==> src/rtl/tap_pkg.sv <==
package tap_pkg;
  // forwarding selections decided in decode, consumed downstream
  typedef struct packed {
    logic x_wb;   // X takes write-back result in EX1
    logic y_wb;   // Y takes write-back result in EX1
    logic z_wb1;  // Z takes write-back result in EX1
    logic z_wb2;  // Z takes write-back result in EX2
  } fwd_t;
endpackage

==> src/rtl/tap_imem.sv <==
module tap_imem #(
  parameter int AW = 5,
  parameter int DW = 17,
  localparam int DEPTH = 1 << AW
) (
  input  logic          clk,
  input  logic          rst,
  input  logic          we,
  input  logic [AW-1:0] waddr,
  input  logic [DW-1:0] wdata,
  input  logic          re,
  input  logic [AW-1:0] raddr,
  output logic [DW-1:0] rdata
);
  logic [DW-1:0] mem [DEPTH];

  always_ff @(posedge clk) begin
    if (we) mem[waddr] <= wdata;
  end

  // registered read doubles as the fetch/decode pipeline register
  always_ff @(posedge clk) begin
    if (rst)     rdata <= '0;
    else if (re) rdata <= mem[raddr];
  end
endmodule

==> src/rtl/tap_regfile.sv <==
module tap_regfile #(
  parameter int AW  = 4,
  parameter int DW  = 8,
  parameter int NRD = 3,
  localparam int DEPTH = 1 << AW
) (
  input  logic                    clk,
  input  logic                    rst,
  input  logic                    we,
  input  logic [AW-1:0]           waddr,
  input  logic [DW-1:0]           wdata,
  input  logic [NRD-1:0][AW-1:0]  raddr,
  output logic [NRD-1:0][DW-1:0]  rdata
);
  logic [DW-1:0] regs [DEPTH];

  always_ff @(posedge clk) begin
    if (rst) begin
      for (int i = 0; i < DEPTH; i++) regs[i] <= DW'(i);
    end else if (we) begin
      regs[waddr] <= wdata;
    end
  end

  // same-cycle write is bypassed to every read port
  for (genvar g = 0; g < NRD; g++) begin : g_rd
    assign rdata[g] = (we && waddr == raddr[g]) ? wdata : regs[raddr[g]];
  end

  p_write_lands_r2: assert property (@(posedge clk) disable iff (rst)
    we |=> regs[$past(waddr)] == $past(wdata));
endmodule

==> src/rtl/tap_hazard.sv <==
module tap_hazard
  import tap_pkg::*;
#(
  parameter int AW = 4
) (
  input  logic          id_run,
  input  logic [AW-1:0] id_x,
  input  logic [AW-1:0] id_y,
  input  logic [AW-1:0] id_z,
  input  logic          ex1_run,
  input  logic [AW-1:0] ex1_r,
  input  logic          ex2_run,
  input  logic [AW-1:0] ex2_r,
  output logic          stall,
  output fwd_t          fwd
);
  logic x_on_ex1, y_on_ex1, z_on_ex1;
  logic x_on_ex2, y_on_ex2, z_on_ex2;

  always_comb begin
    x_on_ex1 = ex1_run && (ex1_r == id_x);
    y_on_ex1 = ex1_run && (ex1_r == id_y);
    z_on_ex1 = ex1_run && (ex1_r == id_z);
    x_on_ex2 = ex2_run && (ex2_r == id_x);
    y_on_ex2 = ex2_run && (ex2_r == id_y);
    z_on_ex2 = ex2_run && (ex2_r == id_z);
    stall     = id_run && (x_on_ex1 || y_on_ex1);
    fwd.x_wb  = x_on_ex2;
    fwd.y_wb  = y_on_ex2;
    fwd.z_wb1 = z_on_ex2;   // older senior, caught at EX1
    fwd.z_wb2 = z_on_ex1;   // younger senior, overrides at EX2
  end
endmodule

==> src/rtl/tri_add_pipe.sv <==
module tri_add_pipe
  import tap_pkg::*;
#(
  parameter int DATA_W  = 8,
  parameter int REG_AW  = 4,
  parameter int IMEM_AW = 5,
  localparam int INS_W  = 1 + 4 * REG_AW
) (
  input  logic               clk,
  input  logic               rst,
  input  logic               im_we,
  input  logic [IMEM_AW-1:0] im_addr,
  input  logic [INS_W-1:0]   im_wdata,
  output logic               wb_we,
  output logic [REG_AW-1:0]  wb_addr,
  output logic [DATA_W-1:0]  wb_data
);
  localparam int X_LSB   = 0;
  localparam int Y_LSB   = REG_AW;
  localparam int Z_LSB   = 2 * REG_AW;
  localparam int R_LSB   = 3 * REG_AW;
  localparam int RUN_BIT = 4 * REG_AW;

  logic [IMEM_AW-1:0] pc;
  logic [INS_W-1:0]   ifid;
  logic               stall;
  fwd_t               id_fwd;

  // ---------------- fetch ----------------
  always_ff @(posedge clk) begin
    if (rst)         pc <= '0;
    else if (!stall) pc <= pc + 1'b1;
  end

  tap_imem #(.AW(IMEM_AW), .DW(INS_W)) u_imem (
    .clk(clk), .rst(rst), .we(im_we), .waddr(im_addr), .wdata(im_wdata),
    .re(!stall), .raddr(pc), .rdata(ifid)
  );

  // ---------------- decode ----------------
  logic              id_run;
  logic [REG_AW-1:0] id_x, id_y, id_z, id_r;
  logic [2:0][REG_AW-1:0] rf_ra;
  logic [2:0][DATA_W-1:0] rf_rd;

  assign id_run = ifid[RUN_BIT];
  assign id_x   = ifid[X_LSB +: REG_AW];
  assign id_y   = ifid[Y_LSB +: REG_AW];
  assign id_z   = ifid[Z_LSB +: REG_AW];
  assign id_r   = ifid[R_LSB +: REG_AW];
  assign rf_ra  = {id_z, id_y, id_x};

  tap_regfile #(.AW(REG_AW), .DW(DATA_W), .NRD(3)) u_rf (
    .clk(clk), .rst(rst), .we(wb_we), .waddr(wb_addr), .wdata(wb_data),
    .raddr(rf_ra), .rdata(rf_rd)
  );

  logic              e1_run;
  logic [REG_AW-1:0] e1_r;
  logic [DATA_W-1:0] e1_xd, e1_yd, e1_zd;
  fwd_t              e1_fwd;
  logic              e2_run;
  logic [REG_AW-1:0] e2_r;
  logic [DATA_W-1:0] e2_p, e2_z;
  logic              e2_zf;

  tap_hazard #(.AW(REG_AW)) u_hz (
    .id_run(id_run), .id_x(id_x), .id_y(id_y), .id_z(id_z),
    .ex1_run(e1_run), .ex1_r(e1_r), .ex2_run(e2_run), .ex2_r(e2_r),
    .stall(stall), .fwd(id_fwd)
  );

  always_ff @(posedge clk) begin
    if (rst) e1_run <= 1'b0;
    else     e1_run <= id_run && !stall;   // bubble on stall
  end
  always_ff @(posedge clk) begin
    e1_r   <= id_r;
    e1_xd  <= rf_rd[0];
    e1_yd  <= rf_rd[1];
    e1_zd  <= rf_rd[2];
    e1_fwd <= id_fwd;
  end

  // ---------------- EX1: X + Y ----------------
  logic [DATA_W-1:0] x_op, y_op, z_op1;
  logic [DATA_W:0]   sum1;

  always_comb begin
    x_op  = (e1_fwd.x_wb  && wb_we) ? wb_data : e1_xd;
    y_op  = (e1_fwd.y_wb  && wb_we) ? wb_data : e1_yd;
    z_op1 = (e1_fwd.z_wb1 && wb_we) ? wb_data : e1_zd;
    sum1  = {1'b0, x_op} + {1'b0, y_op};
  end

  always_ff @(posedge clk) begin
    if (rst) e2_run <= 1'b0;
    else     e2_run <= e1_run && !sum1[DATA_W];
  end
  always_ff @(posedge clk) begin
    e2_r  <= e1_r;
    e2_p  <= sum1[DATA_W-1:0];
    e2_z  <= z_op1;
    e2_zf <= e1_fwd.z_wb2;
  end

  // ---------------- EX2: partial + Z ----------------
  logic [DATA_W-1:0] z_op2;
  logic [DATA_W:0]   sum2;

  always_comb begin
    z_op2 = (e2_zf && wb_we) ? wb_data : e2_z;
    sum2  = {1'b0, e2_p} + {1'b0, z_op2};
  end

  // ---------------- WB ----------------
  always_ff @(posedge clk) begin
    if (rst) wb_we <= 1'b0;
    else     wb_we <= e2_run && !sum2[DATA_W];
  end
  always_ff @(posedge clk) begin
    wb_addr <= e2_r;
    wb_data <= sum2[DATA_W-1:0];
  end

  // ---------------- assertions ----------------
  p_stall_holds_pc_r5: assert property (@(posedge clk) disable iff (rst)
    stall |=> $stable(pc));
  p_stall_bubble_r5: assert property (@(posedge clk) disable iff (rst)
    stall |=> !e1_run);
  p_single_stall_r5: assert property (@(posedge clk) disable iff (rst)
    stall |=> !stall);
  p_no_overflow_ex1_r4: assert property (@(posedge clk) disable iff (rst)
    (e1_run && sum1[DATA_W]) |=> !e2_run);
  p_no_overflow_ex2_r4: assert property (@(posedge clk) disable iff (rst)
    (e2_run && sum2[DATA_W]) |=> !wb_we);
  p_nop_silent_r3: assert property (@(posedge clk) disable iff (rst)
    !e2_run |=> !wb_we);
endmodule

==> config.mk <==
export PLATFORM = sky130hd
export DESIGN_NAME = tri_add_pipe
export DESIGN_NICKNAME = d
export VERILOG_FILES = /design/src/rtl/tap_pkg.sv /design/src/rtl/tap_imem.sv /design/src/rtl/tap_regfile.sv /design/src/rtl/tap_hazard.sv /design/src/rtl/tri_add_pipe.sv
export SDC_FILE = /design/constraint.sdc
export NUM_CORES = 1
export LEC_CHECK = 0
export BUFFER_PORTS_ARGS = -buffer_cell sky130_fd_sc_hd__buf_2
export CORE_MARGIN = 2
export CORE_UTILIZATION = 55
export CTS_CLUSTER_DIAMETER = 120
export CTS_CLUSTER_SIZE = 24
export DETAILED_ROUTE_END_ITERATION = 6
export GPL_TIMING_DRIVEN = 1
export PLACE_DENSITY = 0.81
export SKIP_CTS_REPAIR_TIMING = 1
export SLEW_MARGIN = 40
export SYNTH_ARGS = -nofsm -noshare
export SYNTH_HDL_FRONTEND = slang
export SYNTH_SLANG_ARGS = --single-unit
==> constraint.sdc <==
create_clock -name clk -period 2.7 [get_ports clk]
set_input_delay 0.135 -clock clk [delete_from_list [all_inputs] [get_ports clk]]
set_output_delay 0.135 -clock clk [all_outputs]
set_load 0.05 [all_outputs]
==> flow_summary.json <==
{
  "wl_per_cell_um": 28.68,
  "rsz0062_at_grt": "false",
  "maxSlewHeadroom_pct": 46.31,
  "clkTransAtPathRegs_ns": 0.09,
  "cp.required_ns": 3.19,
  "post-route-period-util_pct": 93.40,
  "firstDrtPassIters": 5,
  "die_w_um": 248.1,
  "ios": 38,
  "grt_pass1_wl_mm": 111.8,
  "worstSkewPairLatency_ns": 0.60,
  "ys_async_sr_fraction_pct": 0,
  "cp-end-kind": "flop",
  "dr_total_vias": 17260,
  "crit_path_max_fanout": 10,
  "clockBufferDepth": 3,
  "num_antenna_cells": 0,
  "worstSetupPathType": "reg2reg",
  "top_layer": "met5",
  "p_per_area_nw_per_um2": 677.9,
  "start_util_pct": 55.54,
  "ys_warn_count": 0,
  "p_leak_nw": 11.53,
  "root_buffer": "clkbuf_16",
  "die-area_sq_um": 61560,
  "final_cell_count_no_fill": 2614,
  "fin_setup_tns_ns": 0,
  "syn_nets": 1797,
  "via_per_inst": 6.602,
  "drt_iter0_drc": 2019,
  "area_growth_syn_to_layout_pct": 7.791,
  "outcome": "finished clean",
  "cts_made_buffers": 37,
  "routed_wl_mm": 74.98,
  "dp_worst_setup_slack_ns": 0.2083,
  "cts_tree": "yes",
  "layout-drive-gt1-share_pct": 24.23,
  "startpoint_type": "flop",
  "finalSetupViolCount": 0,
  "drt.antenna.violating_nets": 0,
  "hold_class": "in2reg",
  "die_h_um": 248.1,
  "wl_met2_mm": 37.61,
  "cp.arrival_ns": 3.01,
  "grt-ovfl-total": 0,
  "synth_ff_type": "edfxtp_1",
  "fmax_mhz": 396.5,
  "place_congestion": 0.8735,
  "clock_sinks": 762,
  "grt_start_max_net_pins": 55,
  "coreArea_sq_um": 59020,
  "min_period_ns": 2.522,
  "dp_hpwl_mm": 47.59,
  "antenna_found_initial": 1,
  "ys_ff_latch": 762,
  "nets": 1865,
  "met3_length_mm": 6.099,
  "finalHoldViolCount": 0,
  "cts_max_level": 2,
  "synthCells": 1753,
  "drv_cap": 0,
  "ys_seq_area_share_pct": 67.06,
  "tightest_slew_ns": 0.8043,
  "dp.cells": 2554,
  "vdd_drop_max_uv": 665.9,
  "syn_area_per_cell_sq_um": 18.70,
  "final_util_pct": 59.86,
  "maxSlewViolCount": 0,
  "wl_met1_mm": 28.23,
  "row_count": 89,
  "drc": 0,
  "portBuffers": 37,
  "postPlaceCellArea_sq_um": 34260,
  "synth_enable_flop_cells": 672,
  "track_usage_pct": 24.81,
  "fin_skew_ns": 0.02738,
  "synth_area_sq_um": 32780,
  "worst_slack_ns": 0.1781,
  "synth_cell_types": 51,
  "final_cell_area_sq_um": 35330,
  "grt_pass1_vias": 17450
}
-- critical path: stages (launching register included) --
cell and delay, ns:
dfxtp_4 0.39, nand2_1 0.09, mux2_2 0.34, ha_1 0.21, fa_1 0.43, a21o_1 0.17
a21oi_1 0.22, o21bai_1 0.09, a21oi_1 0.23, nor2_1 0.08, a211oi_1 0.17
-- area by class of cell --
type / count / area, sq um
Fill cell: 4111 / 23690
Sequential cell: 762 / 22000
Multi-Input combinational cell: 865 / 10090
Timing Repair Buffer: 148 / 1184
Clock buffer: 56 / 1018
Tap cell: 773 / 967.2
Clock inverter: 3 / 45.04
Inverter: 7 / 26.28
-- flip-flops by register name (all words and copies together), names as in the netlist, 4 cells and up --
name          count
e2_r              4
u_imem.mem      544
e1_fwd            4
e1_zd             8
wb_addr           4
pc                5
u_rf.regs       128
e2_z              8
e2_p              8
wb_data           8
u_imem.rdata     17
e1_xd             8
e1_r              4
e1_yd             8
-- power breakdown --
part | switching (mW) | internal (mW)
clock network | 3.53 | 2.67
logic | 2.28 | 1.75
registers | 0.441 | 13.3
total | 6.25 | 17.7
-- final timing paths --
path | startpoint | end | slack [ns] | cells past startpoint
max reg2reg | wb_we$_SDFF_PP0_ | wb_we$_SDFF_PP0_ | 0.18 | 10
max | wb_we$_SDFF_PP0_ | wb_we$_SDFF_PP0_ | 0.18 | 10
min | im_wdata[16] | u_imem.mem[17][16]$_DFFE_PP_ | 0.04 | 1
min reg2reg | u_imem.rdata[14]$_SDFFE_PP0N_ | e1_r[2]$_DFF_P_ | 0.36 | 0
-- per-stage QoR --
stage	power (mW)	hold slack (ns)
2_1_floorplan	16.70	0.2339
3_3_place_gp	17.89	0.3376
3_5_place_dp	18.00	0.3436
4_1_cts	24.04	-0.06779
5_1_grt	24.75	0.06038
6_report	23.95	0.04482
-- cells by family (layout without fill, tap and decap cells) --
group,Yosys count,in the layout,share of synthesized area (%)
xor+xnor,51,51,1.363
compound gates,135,135,2.894
fa+ha+maj,19,19,0.7711
simple gates,300,300,5.001
flops,762,762,67.06
mux,360,360,20.64
buf+inv,126,214,2.271
-- synthesized netlist by cell type (11+ instances only) --
master	number	share of area, %
mux2i_1	79	2.4
xor2_1	34	0.91
ha_1	17	0.65
mux4_2	151	10
o221ai_1	15	0.40
or2_2	16	0.31
and2_1	96	1.8
nand2_1	41	0.47
o21ai_0	21	0.32
xnor2_1	17	0.45
or3_1	30	0.57
a22oi_1	18	0.41
dfxtp_1	90	5.5
mux2_2	56	1.9
buf_4	11	0.25
a32o_1	15	0.46
buf_2	16	0.24
nor2_1	64	0.73
edfxtp_1	672	62
mux4_1	72	5.8
o22ai_1	16	0.31
a211oi_1	16	0.37
a21oi_1	23	0.35
clkbuf_1	62	0.71
-- placed cells by master, fill, tap and decap left out, drive strengths merged, types with 17 or more instances in the layout --
cell type	netlist	final
edfxtp	672	672
mux4	225	225
buf	51	147
and2	96	96
dfxtp	90	90
mux2i	79	79
nor2	65	65
mux2	56	56
clkbuf	67	56
nand2	41	41
xor2	34	34
or3	30	30
a21oi	23	23
o21ai	21	21
a22oi	18	18
xnor2	17	17
ha	17	17
-- per-layer routing --
| layer | GRT usage, % | vias to the layer above |
|---|---|---|
| met5 | 0 | - |
| met4 | 9.594 | 2 |
| met3 | 3.372 | 162 |
| met2 | 41.53 | 966 |
| met1 | 33.41 | 8880 |
| li1 | - | 7248 |
Note: power is estimated with default switching activity, not from simulation.
